===== src/rtl/sramc_pkg.sv =====
package sramc_pkg;

    typedef enum logic [2:0] {
        PH_IDLE   = 3'd0,
        PH_WPULSE = 3'd1,
        PH_WHOLD  = 3'd2,
        PH_WGAP   = 3'd3,
        PH_RACC   = 3'd4,
        PH_RGAP   = 3'd5
    } phase_e;

    // Cycles needed to cover a nanosecond figure, never fewer than one.
    function automatic int ns2cyc(input int ns, input int clk_ns);
        int c;
        c = (ns + clk_ns - 1) / clk_ns;
        if (c < 1) c = 1;
        return c;
    endfunction

    function automatic int imax(input int a, input int b);
        return (a > b) ? a : b;
    endfunction

endpackage


===== src/rtl/sramc_timer.sv =====
module sramc_timer #(
    parameter int W = 4
) (
    input  logic         clk,
    input  logic         rst,
    input  logic         load,
    input  logic [W-1:0] load_val,
    output logic         last
);
    logic [W-1:0] cnt_q;

    always_ff @(posedge clk) begin
        if (rst)                 cnt_q <= '0;
        else if (load)           cnt_q <= load_val;
        else if (cnt_q != '0)    cnt_q <= cnt_q - 1'b1;
    end

    assign last = (cnt_q == '0);

    p_count_down_r11: assert property (@(posedge clk) disable iff (rst)
        (!load && cnt_q != '0) |=> (cnt_q == $past(cnt_q) - 1'b1));

endmodule


===== src/rtl/sramc_seq.sv =====
module sramc_seq
    import sramc_pkg::*;
#(
    parameter int AW     = 19,
    parameter int DW     = 16,
    parameter int LANES  = 2,
    parameter int TW     = 4,
    parameter int N_WP   = 6,
    parameter int N_WGAP = 1,
    parameter int N_RD   = 7,
    parameter int N_RGAP = 3
) (
    input  logic             clk,
    input  logic             rst,
    input  logic             req_valid,
    input  logic             req_write,
    input  logic [AW-1:0]    req_addr,
    input  logic [DW-1:0]    req_wdata,
    input  logic [LANES-1:0] req_mask,
    input  logic             tmr_last,
    output logic             req_ready,
    output logic             rsp_done,
    output logic             tmr_load,
    output logic [TW-1:0]    tmr_val,
    output logic             cap_en,
    output phase_e           phase,
    output logic [AW-1:0]    cur_addr,
    output logic [DW-1:0]    cur_wdata,
    output logic [LANES-1:0] cur_mask
);
    phase_e ph_q, ph_d;
    logic   accept;
    logic   done_q;

    assign req_ready = (ph_q == PH_IDLE);
    assign accept    = req_valid && req_ready;

    always_comb begin
        ph_d     = ph_q;
        tmr_load = 1'b0;
        tmr_val  = '0;
        unique case (ph_q)
            PH_IDLE: if (accept) begin
                tmr_load = 1'b1;
                if (req_write) begin
                    ph_d    = PH_WPULSE;
                    tmr_val = TW'(N_WP - 1);
                end else begin
                    ph_d    = PH_RACC;
                    tmr_val = TW'(N_RD - 1);
                end
            end
            PH_WPULSE: if (tmr_last) begin
                ph_d     = PH_WHOLD;
                tmr_load = 1'b1;
                tmr_val  = '0;
            end
            PH_WHOLD: begin
                ph_d     = PH_WGAP;
                tmr_load = 1'b1;
                tmr_val  = TW'(N_WGAP - 1);
            end
            PH_WGAP: if (tmr_last) ph_d = PH_IDLE;
            PH_RACC: if (tmr_last) begin
                ph_d     = PH_RGAP;
                tmr_load = 1'b1;
                tmr_val  = TW'(N_RGAP - 1);
            end
            PH_RGAP: if (tmr_last) ph_d = PH_IDLE;
            default: ph_d = PH_IDLE;
        endcase
    end

    assign cap_en = (ph_q == PH_RACC) && tmr_last;

    always_ff @(posedge clk) begin
        if (rst) begin
            ph_q      <= PH_IDLE;
            done_q    <= 1'b0;
            cur_addr  <= '0;
            cur_wdata <= '0;
            cur_mask  <= '0;
        end else begin
            ph_q   <= ph_d;
            done_q <= (ph_q != PH_IDLE) && (ph_d == PH_IDLE);
            if (accept) begin
                cur_addr  <= req_addr;
                cur_wdata <= req_wdata;
                cur_mask  <= req_mask;
            end
        end
    end

    assign phase    = ph_q;
    assign rsp_done = done_q;

    p_busy_after_accept_r8: assert property (@(posedge clk) disable iff (rst)
        accept |=> !req_ready);
    p_done_single_r9: assert property (@(posedge clk) disable iff (rst)
        rsp_done |=> !rsp_done);
    p_done_when_idle_r9: assert property (@(posedge clk) disable iff (rst)
        rsp_done |-> req_ready);

endmodule


===== src/rtl/sramc_pins.sv =====
module sramc_pins
    import sramc_pkg::*;
#(
    parameter int AW     = 19,
    parameter int DW     = 16,
    parameter int LANES  = 2,
    parameter int N_WP   = 6,
    parameter int N_RGAP = 3
) (
    input  logic             clk,
    input  logic             rst,
    input  phase_e           phase,
    input  logic             cap_en,
    input  logic [AW-1:0]    cur_addr,
    input  logic [DW-1:0]    cur_wdata,
    input  logic [LANES-1:0] cur_mask,
    input  logic [DW-1:0]    mem_dq_in,
    output logic [AW-1:0]    mem_addr,
    output logic             mem_ce1_n,
    output logic             mem_ce2,
    output logic             mem_oe_n,
    output logic             mem_we_n,
    output logic [LANES-1:0] mem_be_n,
    output logic [DW-1:0]    mem_dq_out,
    output logic             mem_dq_oe,
    output logic [DW-1:0]    rsp_rdata
);
    localparam int LW = DW / LANES;
    localparam int CW = $clog2(N_WP + N_RGAP + 2);

    logic sel;

    assign sel        = (phase == PH_WPULSE) || (phase == PH_WHOLD) || (phase == PH_RACC);
    assign mem_ce1_n  = !sel;
    assign mem_ce2    = sel;
    assign mem_we_n   = (phase != PH_WPULSE);
    assign mem_oe_n   = (phase != PH_RACC);
    assign mem_be_n   = sel ? ~cur_mask : '1;
    assign mem_addr   = cur_addr;
    assign mem_dq_oe  = (phase == PH_WPULSE) || (phase == PH_WHOLD);
    assign mem_dq_out = cur_wdata;

    for (genvar l = 0; l < LANES; l++) begin : g_lane
        always_ff @(posedge clk) begin
            if (rst)
                rsp_rdata[l*LW +: LW] <= '0;
            else if (cap_en)
                rsp_rdata[l*LW +: LW] <= cur_mask[l] ? mem_dq_in[l*LW +: LW] : '0;
        end
    end

    // Checker counters: strobe width and time since output enable released.
    logic [CW-1:0] we_cnt_q;
    logic [CW-1:0] oe_rel_q;

    always_ff @(posedge clk) begin
        if (rst) begin
            we_cnt_q <= '0;
            oe_rel_q <= CW'(N_RGAP);
        end else begin
            we_cnt_q <= mem_we_n ? '0 : we_cnt_q + 1'b1;
            if (!mem_oe_n)
                oe_rel_q <= '0;
            else if (oe_rel_q < CW'(N_RGAP))
                oe_rel_q <= oe_rel_q + 1'b1;
        end
    end

    p_select_strobe_r2: assert property (@(posedge clk) disable iff (rst)
        (!mem_we_n || !mem_oe_n) |-> (!mem_ce1_n && mem_ce2));
    p_addr_stable_r3: assert property (@(posedge clk) disable iff (rst)
        (!mem_we_n && !$past(mem_we_n)) |-> ($stable(mem_addr) && $stable(mem_be_n)));
    p_strobe_width_r3: assert property (@(posedge clk) disable iff (rst)
        $rose(mem_we_n) |-> (we_cnt_q >= CW'(N_WP)));
    p_data_hold_r4: assert property (@(posedge clk) disable iff (rst)
        $rose(mem_we_n) |-> mem_dq_oe);
    p_no_clash_r5: assert property (@(posedge clk) disable iff (rst)
        mem_dq_oe |-> mem_oe_n);
    p_release_gap_r5: assert property (@(posedge clk) disable iff (rst)
        mem_dq_oe |-> (oe_rel_q >= CW'(N_RGAP)));
    p_read_no_write_r6: assert property (@(posedge clk) disable iff (rst)
        !mem_oe_n |-> mem_we_n);

endmodule


===== src/rtl/sram_ctrl.sv =====
module sram_ctrl
    import sramc_pkg::*;
#(
    parameter int ADDR_W    = 19,
    parameter int DATA_W    = 16,
    parameter int CLK_NS    = 8,
    parameter int T_RC_NS   = 55,
    parameter int T_AA_NS   = 55,
    parameter int T_DOE_NS  = 25,
    parameter int T_HZOE_NS = 20,
    parameter int T_WC_NS   = 55,
    parameter int T_WP_NS   = 45,
    parameter int T_AW_NS   = 45,
    parameter int T_DW_NS   = 25
) (
    input  logic                   clk,
    input  logic                   rst,
    input  logic                   req_valid,
    output logic                   req_ready,
    input  logic                   req_write,
    input  logic [ADDR_W-1:0]      req_addr,
    input  logic [DATA_W-1:0]      req_wdata,
    input  logic [DATA_W/8-1:0]    req_mask,
    output logic                   rsp_done,
    output logic [DATA_W-1:0]      rsp_rdata,
    output logic [ADDR_W-1:0]      mem_addr,
    output logic                   mem_ce1_n,
    output logic                   mem_ce2,
    output logic                   mem_oe_n,
    output logic                   mem_we_n,
    output logic [DATA_W/8-1:0]    mem_be_n,
    output logic [DATA_W-1:0]      mem_dq_out,
    output logic                   mem_dq_oe,
    input  logic [DATA_W-1:0]      mem_dq_in
);
    localparam int LANES  = DATA_W / 8;
    localparam int N_WP   = imax(imax(ns2cyc(T_WP_NS, CLK_NS), ns2cyc(T_AW_NS, CLK_NS)),
                                 ns2cyc(T_DW_NS, CLK_NS));
    localparam int N_WGAP = imax(1, ns2cyc(T_WC_NS, CLK_NS) - N_WP - 1);
    localparam int N_RD   = imax(imax(ns2cyc(T_RC_NS, CLK_NS), ns2cyc(T_AA_NS, CLK_NS)),
                                 ns2cyc(T_DOE_NS, CLK_NS));
    localparam int N_RGAP = ns2cyc(T_HZOE_NS, CLK_NS);
    localparam int N_TOP  = imax(imax(N_WP, N_WGAP), imax(N_RD, N_RGAP));
    localparam int TW     = $clog2(N_TOP + 1);

    phase_e            phase;
    logic              tmr_load, tmr_last, cap_en;
    logic [TW-1:0]     tmr_val;
    logic [ADDR_W-1:0] cur_addr;
    logic [DATA_W-1:0] cur_wdata;
    logic [LANES-1:0]  cur_mask;

    sramc_timer #(.W(TW)) u_timer (
        .clk      (clk),
        .rst      (rst),
        .load     (tmr_load),
        .load_val (tmr_val),
        .last     (tmr_last)
    );

    sramc_seq #(
        .AW(ADDR_W), .DW(DATA_W), .LANES(LANES), .TW(TW),
        .N_WP(N_WP), .N_WGAP(N_WGAP), .N_RD(N_RD), .N_RGAP(N_RGAP)
    ) u_seq (
        .clk       (clk),
        .rst       (rst),
        .req_valid (req_valid),
        .req_write (req_write),
        .req_addr  (req_addr),
        .req_wdata (req_wdata),
        .req_mask  (req_mask),
        .tmr_last  (tmr_last),
        .req_ready (req_ready),
        .rsp_done  (rsp_done),
        .tmr_load  (tmr_load),
        .tmr_val   (tmr_val),
        .cap_en    (cap_en),
        .phase     (phase),
        .cur_addr  (cur_addr),
        .cur_wdata (cur_wdata),
        .cur_mask  (cur_mask)
    );

    sramc_pins #(
        .AW(ADDR_W), .DW(DATA_W), .LANES(LANES), .N_WP(N_WP), .N_RGAP(N_RGAP)
    ) u_pins (
        .clk        (clk),
        .rst        (rst),
        .phase      (phase),
        .cap_en     (cap_en),
        .cur_addr   (cur_addr),
        .cur_wdata  (cur_wdata),
        .cur_mask   (cur_mask),
        .mem_dq_in  (mem_dq_in),
        .mem_addr   (mem_addr),
        .mem_ce1_n  (mem_ce1_n),
        .mem_ce2    (mem_ce2),
        .mem_oe_n   (mem_oe_n),
        .mem_we_n   (mem_we_n),
        .mem_be_n   (mem_be_n),
        .mem_dq_out (mem_dq_out),
        .mem_dq_oe  (mem_dq_oe),
        .rsp_rdata  (rsp_rdata)
    );

    p_wait_phase_r10: assert property (@(posedge clk) disable iff (rst)
        $fell(mem_dq_oe) |-> mem_ce1_n);

endmodule


===== config.mk =====
export PLATFORM = sky130hd
export DESIGN_NAME = sram_ctrl
export DESIGN_NICKNAME = d
export VERILOG_FILES = /design/src/rtl/sramc_pkg.sv /design/src/rtl/sramc_timer.sv /design/src/rtl/sramc_seq.sv /design/src/rtl/sramc_pins.sv /design/src/rtl/sram_ctrl.sv
export SDC_FILE = /design/constraint.sdc
export NUM_CORES = 1
export LEC_CHECK = 0
export ABC_AREA = 1
export BUFFER_PORTS_ARGS = -buffer_cell sky130_fd_sc_hd__buf_2
export CAP_MARGIN = 5
export CORE_MARGIN = 2
export CORE_UTILIZATION = 45
export DETAILED_ROUTE_END_ITERATION = 8
export HOLD_SLACK_MARGIN = 0.05
export PLACE_DENSITY = 0.78
export SLEW_MARGIN = 0
export SYNTH_ARGS = -nofsm -noshare
export SYNTH_HDL_FRONTEND = slang
export SYNTH_SLANG_ARGS = --single-unit

===== constraint.sdc =====
create_clock -name clk -period 1.75 [get_ports clk]
set_input_delay 0.35 -clock clk [delete_from_list [all_inputs] [get_ports clk]]
set_output_delay 0.35 -clock clk [all_outputs]
set_load 0.01 [all_outputs]

* Word level (Yosys, flattened, before mapping)
Cells that the tools add are included.
** Word-level totals
- Bits of input ports :: 57
- Word-level logic and storage cells :: 49
- Register bits after elaboration :: 60
- Output and inout bits :: 60
** Cells by class
- Equal/unequal tests :: 7
- Multiplexer cells :: 18
- Reductions and logical operators :: 14
- Bitwise gates (word level) :: 1
- Add/subtract/negate cells :: 1
** Operator list (count)
- 3-bit 2-to-1 mux :: 8
- 8-bit 2-to-1 mux :: 2
- 3-bit case mux with 5 select lines :: 1
- 3-bit zero test :: 3
- 3-bit by 2-bit equality test with 1-bit output (second input constant) :: 2
- 3-bit equality test (second input constant) :: 2
- 2-bit 2-to-1 mux :: 3
- 3-bit case mux with 2 select lines :: 1
- 3-bit nonzero test :: 2
- 2-bit OR reduction :: 2
- 3-bit by 1-bit equality test with 1-bit output (second input constant) :: 1
- 1-bit logical AND :: 3
- 3-bit by 1-bit inequality test with 1-bit output (second input constant) :: 1
- 3-bit inequality test (second input constant) :: 1
- 1-bit case mux with 3 select lines :: 1
- 3-bit by 1-bit subtractor with 3-bit output (second input constant) :: 1
- 1-bit logical OR :: 2
- 1-bit 2-to-1 mux :: 2
- 2-bit inverter :: 1
- 2-bit nonzero test :: 1
- 1-bit zero test :: 1

* Logic depth before layout (Yosys ltp)
Gate-level depths: netlist (run 1).
- Depth after elaboration :: 6
- Gate-level depth with buffers :: 10
- Mapped depth without buffers :: 9

* Hierarchy
Synthesis (run 1) repeated with hierarchy kept, for this count alone.
** Second synthesis, totals
- Cells, all modules :: 351
- Area, all modules :: 2760.1 sq um
** Modules (own cells, without submodules)
- sramc_seq :: area each 1611.5 sq um, instances 1, cells an instance 203
- sramc_pins :: area each 949.7 sq um, instances 1, cells an instance 120
- sramc_timer :: area each 198.9 sq um, instances 1, cells an instance 28

* Least setup slack after synthesis (run 1)
OpenSTA, ideal clock, no wires.
- Path type :: flip-flop to flip-flop
- Start :: reg u_timer.cnt_q[0]
- End :: reg u_pins.rsp_rdata[10]
- Library setup time :: 0.070 ns
- Setup slack :: 0.237 ns
- Cell stages (with the launch flop) :: 9
- Data arrival time :: 1.442 ns
- Cell sequence :: dfxtp_1 -> inv_1 -> ha_1 -> ha_1 -> clkbuf_1 -> nand3_1 -> buf_2 -> nand2_1 -> a21oi_1
** Between the ends
- Word-level cells in the longest chain between the ends :: 2
** RTL lines
- from (decl) :: line sramc_timer.sv:10 : logic [W-1:0] cnt_q;
- from (signal assigned) :: line sramc_timer.sv:14 : else if (load) cnt_q <= load_val;
- from (signal assigned) :: line sramc_timer.sv:15 : else if (cnt_q != '0) cnt_q <= cnt_q - 1'b1;
- 3-bit zero test :: line sramc_timer.sv:18 : assign last = (cnt_q == '0);
- 1-bit logical AND :: line sramc_seq.sv:74 : assign cap_en = (ph_q == PH_RACC) && tmr_last;
- to (signal, indexed assignment) :: line sramc_pins.sv:48 : rsp_rdata[l*LW +: LW] <= cur_mask[l] ? mem_dq_in[l*LW +: LW] : '0;
- to (decl) :: line sramc_pins.sv:26 : output logic [DW-1:0] rsp_rdata
No other way between the ends.
A chain may end at the register's enable or synchronous reset.

* Worst setup path after layout (run 1)
- Start :: reg u_seq.ph_q[0] (netlist: u_seq.phase[0])
- End :: out mem_dq_oe
** Between the ends
- Word-level cells in the longest chain between the ends :: 2
- Elaborated cells on any way between the ends :: 3
- Those cells by class :: 2 x eq/ne; 1 x reduce/logical
** RTL lines
- from (decl) :: line sramc_seq.sv:31 : phase_e ph_q, ph_d;
- from (signal assigned) :: line sramc_seq.sv:84 : ph_q <= ph_d;
- 3-bit by 1-bit equality test with 1-bit output or 3-bit by 2-bit equality test with 1-bit output (tied branches) :: line sramc_pins.sv:40 : assign mem_dq_oe = (phase == PH_WPULSE) || (phase == PH_WHOLD);
- 1-bit logical OR (*) :: line sramc_pins.sv:40
- to (decl) :: line sram_ctrl.sv:33 : output logic mem_dq_oe,
Every way passes the cells marked *; elsewhere a longest branch is shown, timed or not.

==> results of run 1 <==
## worst min-delay path by stage
stage / startpoint / endpoint / slack (ns)
3_5_place_dp: u_seq.cur_addr[17] / u_seq.cur_addr[17] / 0.45
2_1_floorplan: u_timer.cnt_q[1] / u_timer.cnt_q[1] / 0.47
5_1_grt: req_wdata[10] / u_seq.cur_wdata[10] / 0.26
6_report: req_wdata[10] / u_seq.cur_wdata[10] / 0.26
4_1_cts: req_wdata[3] / u_seq.cur_wdata[3] / 0.25
3_3_place_gp: u_pins.rsp_rdata[9] / u_pins.rsp_rdata[9] / 0.45
## logic make-up after synthesis
group	after synthesis	share of synthesized area (%)
AOI/OAI and AO/OA	62	13.29
xor gates and xnor gates	1	0.3664
adders and majority gates	2	1.046
buffers and inverters	38	8.058
DFF	60	50.24
and+or+nand+nor	146	27.00
## metrics by stage
step | hold slack (ns) | total power, uW
after floorplan | 0.4743 | 2898
after global placement | 0.4477 | 3355
after detailed placement | 0.4513 | 3394
after CTS | 0.2516 | 4519
after global routing | 0.2637 | 4832
final | 0.2598 | 4519
## per-layer routing
metal  GRT usage (%)  vias to the layer above  wire (um)
li1                -                     1244          -
met4           9.273                        0        103
met5               0                        -          0
met1           23.42                     1050       2501
met3           7.059                        9        580
met2           32.81                      116       2581
## what timing repair did
action	in CTS	in global routing
pin swaps	1	1
endpoints found under the setup margin	3	3
gates resized for setup	5	7
setup buffers	2	1
## cell usage in the layout (no fill, tap or decap), drive strengths merged, types with 7 or more instances in the layout
cell type / instances
clkbuf: 13
buf: 128
dfxtp: 60
a21oi: 57
nor2: 11
nand2: 108
nand4: 19
nand3: 7
inv: 15
## worst register-to-register path, stage by stage, from the launching register on
cell     delay [ns]
dfxtp_1        0.34
inv_1          0.05
ha_1           0.19
ha_1           0.30
nand3_1        0.15
buf_4          0.22
nand2_1        0.07
a21oi_1        0.14
## area by class of cell
type / instances / share of cell area (%)
clock buffers: 13 / 4.890
clock inverters: 2 / 0.3080
inverters: 15 / 1.887
multi-input cells: 211 / 31.11
flip-flops and latches: 60 / 37.20
well taps: 70 / 2.695
repair buffers: 128 / 21.91
## state kept, by name, indices dropped and copies added (netlist names)
name / cells
u_seq.cur_mask: 2
u_seq.phase: 3
u_pins.rsp_rdata: 16
u_seq.cur_addr: 19
u_timer.cnt_q: 3
u_seq.rsp_done: 1
u_seq.cur_wdata: 16
## power by group
part | switching (uW) | internal, uW | total [uW] | leakage, uW
Clock | 494 | 579 | 1070 | 0.0000893
Combinational | 1030 | 696 | 1730 | 0.000950
Sequential | 138 | 1580 | 1720 | 0.000491
Total | 1660 | 2860 | 4520 | 0.00153
==> flow_metrics.tcl, run 1 <==
set metrics [dict create \
    crit_end "mem_dq_oe" \
    relSlewSlack_pct 63.63 \
    synth-async-reset-ratio_pct 0 \
    max_stage_delay_ns 0.37 \
    path_common_cell "buf_4" \
    dieArea_mm2 0.005913 \
    ys.flop_type "dfxtp_1" \
    status "complete, no violations" \
    drc 0 \
    grt_use_total_pct 20.03 \
    totalWireLength_um 5767 \
    syn_avg_cell_area_um2 7.738 \
    die_x_um 76.90 \
    numPortBuffers 116 \
    synth-edff-count 0 \
    synth_top_cell_by_area "dfxtp_1" \
    ff2ff_setup_slack_ns 0.21 \
    ys_types 22 \
    leakage_uw 0.001530 \
    slew_viol_final 0 \
    ys_ff_latch 60 \
    clock.fmax_ghz 0.5948 \
    vias_per_cell 4.848 \
    nets 484 \
    io_pins 117 \
    final_area_mm2 0.003249 \
    grt_max_degree 39 \
    drt_first_pass_iters 4 \
    timing.rr.start "u_timer.cnt_q[0]" \
    synth_most_common_cell "nand2_1" \
    cp_top_family "buffers and inverters" \
    grt_overflow 0 \
    ys_warn_count 0 \
    cpMaxStageDelayCell "dfxtp_4" \
    grt_pass1_wl_um 9611 \
    synth_fp_nets 368 \
    final.min_clock_period_ns 1.681 \
    netlist_top_cells_count "nand2_1 (106), dfxtp_1 (60), a21oi_1 (57)" \
    end_kind "output pin" \
    required_ns 1.40 \
    setup_slack_ns 0.06874 \
    start_util_pct 46.82 \
    gp_congestion 0.8673 \
    antennaDiodeCount 0 \
    yosysSeqAreaShare_pct 50.24 \
    htreeDepth 3 \
    wire_per_inst_um 11.56 \
    crit_chain "inv_4 > nand2_1 > a21oi_2 > buf_4 > buf_4 > buf_2" \
    syn2layout_area_growth_pct 35.90 \
    core_area_mm2 0.005107 \
    crit_start "u_seq.phase[0]" \
    numClockSinks 60 \
    path_max_fanout 4 \
    drt_iter0_drc 90 \
    synthTopCellsByArea "dfxtp_1 (50%), nand2_1 (17%), a21oi_1 (12%)" \
    yosys.area.top_type_share_pct 50.24 \
    holdPathStages 3 \
    setup_tns_ns 0 \
    tightest_slew_ns 0.5455 \
    fp-row-count 26 \
    clock_skew_ns 0.007639 \
    critPathLaunchType "flop" \
    ctsRootBufferMaster "clkbuf_8" \
    netlist_area_mm2 0.002391 \
    powerDensity_mw_per_mm2 1391 \
    peakVddDrop_v 0.0007760 \
    r2r-end "u_pins.rsp_rdata[10]" \
    final_util_pct 63.62 \
    cts_made_buffers 9 \
    multi_input_area_mm2 0.001011 \
    rr_worst_depth 7 \
    cts_tree "done" \
    report.final.hold_viol_count 0 \
    worstSkewPairLatency_ns 0.33 \
    grt_antenna_before_repair 0 \
    setup_viol 0 \
    antenna_left 0 \
    hpwl_um 4103 \
    clkTransAtPathRegs_ns 0.06 \
    crit_cells 6 \
    syn_inst 309 \
    place_inst 481 \
    place_ws_ns 0.1988 \
    fillCellCount 444 \
    grt_pass1_vias 2285 \
    timing.final.crit_share_pct 96.07 \
    cap_violations 0 \
    cp.arrival_ns 1.33 \
    placed_area_mm2 0.003028 \
    cts_hold_buffers 0 \
    cp_num_buf_inv 4 \
    register_area_mm2 0.001209 \
    instances_no_fill 499 \
    die_h_um 76.90 \
    drive_above_1_share_pct 36.36 \
    vias 2419 \
    critPathKind "reg2out" \
    cts_buffer_depth 2 \
    min_path_type "in2reg" \
]
No activity file was read; power rests on OpenSTA's default activity.
==> inputs of run 2 (changes only) <==
--- a/config.mk
+++ b/config.mk
@@ -12,6 +12,7 @@
 export CORE_UTILIZATION = 45
 export DETAILED_ROUTE_END_ITERATION = 8
 export HOLD_SLACK_MARGIN = 0.05
+export MAX_ROUTING_LAYER = met4
 export PLACE_DENSITY = 0.78
 export SLEW_MARGIN = 0
 export SYNTH_ARGS = -nofsm -noshare
==> run 2 against run 1 <==
Compared with the run above:
- sequential power is essentially flat
- largest power group unchanged
- combinational power about the same
- die area unchanged
- wire length is 0.69% higher
- highest routed layer unchanged
==> flow_metrics.tcl, run 2 (same netlist as run 1, synthesis figures left out) <==
set metrics [dict create \
    rr_worst_depth 7 \
    timing.rr.start "u_timer.cnt_q[0]" \
    clockPowerShare_pct 23.7 \
    grt_pass1_vias 2271 \
    numClockSinks 60 \
    clkTransAtPathRegs_ns 0.06 \
    antennaDiodeCount 0 \
    nets 484 \
    grt_pass1_wl_um 9632 \
    cp_top_family "buffers and inverters" \
    path_common_cell "buf_4" \
    grt_use_total_pct 20.67 \
    drive_above_1_share_pct 36.36 \
    fillCellCount 444 \
    internal_power_uw 2857 \
    cts_hold_buffers 0 \
    setup_viol 0 \
    numPortBuffers 116 \
    grt_antenna_before_repair 0 \
    crit_chain "inv_4 > nand2_1 > a21oi_2 > buf_4 > buf_4 > buf_2" \
    vias_per_cell 4.854 \
    cp.arrival_ns 1.33 \
    start_util_pct 46.82 \
    holdPathStages 3 \
    final_cell_mix "buf_2 (116), nand2_1 (105), dfxtp_1 (58)" \
    die_h_um 76.90 \
    combPwrFrac_pct 38.3 \
    required_ns 1.40 \
    grt_max_degree 39 \
    slew_viol_final 0 \
    peakVddDrop_v 0.0007750 \
    cap_violations 0 \
    end_kind "output pin" \
    swShare_pct 36.76 \
    cts_made_buffers 9 \
    critPathLaunchType "flop" \
    seqPwrFrac_pct 38.1 \
    cts_tree "done" \
    cpMaxStageDelayCell "dfxtp_4" \
    ctsRootBufferMaster "clkbuf_8" \
    vias 2422 \
    ff2ff_setup_slack_ns 0.20 \
    wire_per_inst_um 11.64 \
    drt_iter0_drc 94 \
    powerDensity_mw_per_mm2 1390 \
    largest_reg_flops 19 \
    io_pins 117 \
    cts_buffer_depth 2 \
    hpwl_um 4103 \
    setup_tns_ns 0 \
    fp-row-count 26 \
    antenna_left 0 \
    mostFrequentLayoutCell "buf_2" \
    drt_first_pass_iters 4 \
    status "complete, no violations" \
    tightest_slew_ns 0.5528 \
    path_max_fanout 4 \
    gp_congestion 0.8815 \
    worstSkewPairLatency_ns 0.32 \
    p_sw_uw 1661 \
    r2r-end "u_pins.rsp_rdata[10]" \
    power_uw 4518 \
    min_path_type "in2reg" \
    relSlewSlack_pct 63.15 \
    clock.fmax_ghz 0.5970 \
    top_register "u_seq.cur_addr" \
    worst_hold_path.endpoint "u_seq.cur_wdata[10]" \
    leakage_uw 0.001530 \
    die_x_um 76.90 \
    critPathKind "reg2out" \
    cp_num_buf_inv 4 \
    htreeDepth 3 \
    final.min_clock_period_ns 1.675 \
    reg_top3 "u_seq.cur_addr: 19 flops, u_pins.rsp_rdata: 16 flops, u_seq.cur_wdata: 16 flops" \
    core_area_mm2 0.005107 \
    worstHoldStart "req_wdata[10]" \
    dieArea_mm2 0.005913 \
    max_stage_delay_ns 0.37 \
    clock_skew_ns 0.007060 \
    report.final.hold_viol_count 0 \
    grt_overflow 0 \
    totalWireLength_um 5807 \
    crit_start "u_seq.phase[0]" \
    timing.final.crit_share_pct 95.72 \
    syn2layout_area_growth_pct 35.90 \
    drc 0 \
]
run 2: per-layer routing:
metal  track usage, %  vias to the layer above  routed length, um
li1                 -                     1241                  -
met1            24.09                     1071               2593
met2            32.81                      104               2627
met3            6.353                        6                516
met4            9.273                        0                 71
met5                -                        -                  0
run 2: power by group through the flow:
stage	Sequential (uW)	Combinational [uW]	Clock (uW)
2_1_floorplan	1770	1130	0
3_5_place_dp	1730	1660	0
4_1_cts	1710	1710	1100
6_report	1720	1730	1070
3_3_place_gp	1730	1630	0
5_1_grt	1750	1940	1150
run 2: worst max-delay path by stage:
stage | end | slack [ns] | depth (start not counted)
floorplan | u_pins.rsp_rdata[10] | 0.24 | 8
global placement | u_timer.cnt_q[1] | 0.29 | 7
detailed placement | u_pins.rsp_rdata[3] | 0.20 | 7
CTS | mem_be_n[0] | 0.01 | 7
global route | mem_be_n[0] | -0.01 | 7
finish | mem_dq_oe | 0.07 | 6
run 2: area by class of cell:
class	count	area, um^2	area share [%]
clock inverters	2	10.01	0.3080
repair buffers	128	711.9	21.91
well taps	70	87.58	2.695
multi-input cells	211	1011	31.11
flip-flops and latches	60	1209	37.20
inverters	15	61.31	1.887
clock buffers	13	158.9	4.890
run 2: worst reg2reg max path, cell delays in order (launching register included):
cell and delay [ns]:
dfxtp_1 0.34, inv_1 0.05, ha_1 0.19, ha_1 0.30
nand3_1 0.15, buf_4 0.22, nand2_1 0.07, a21oi_1 0.14
run 2: what timing repair did:
| item | CTS | global route |
|---|---|---|
| pin swaps | 1 | 1 |
| setup buffers | 2 | 1 |
| endpoints found under the setup margin | 3 | 3 |
| gates resized for setup | 5 | 7 |
run 2: through the flow:
stage	utilization [%]	setup WS [ns]	instance area [um^2]	hold WS [ns]	cells
detailed placement	59.28	0.1988	3028	0.4513	481
global placement	59.28	0.2851	3028	0.4477	481
floorplan	-	0.2372	2391	0.4743	309
CTS	63.11	0.01002	3223	0.2516	498
finish	63.62	0.07496	3249	0.2650	499
global route	63.62	-0.01129	3249	0.2610	499
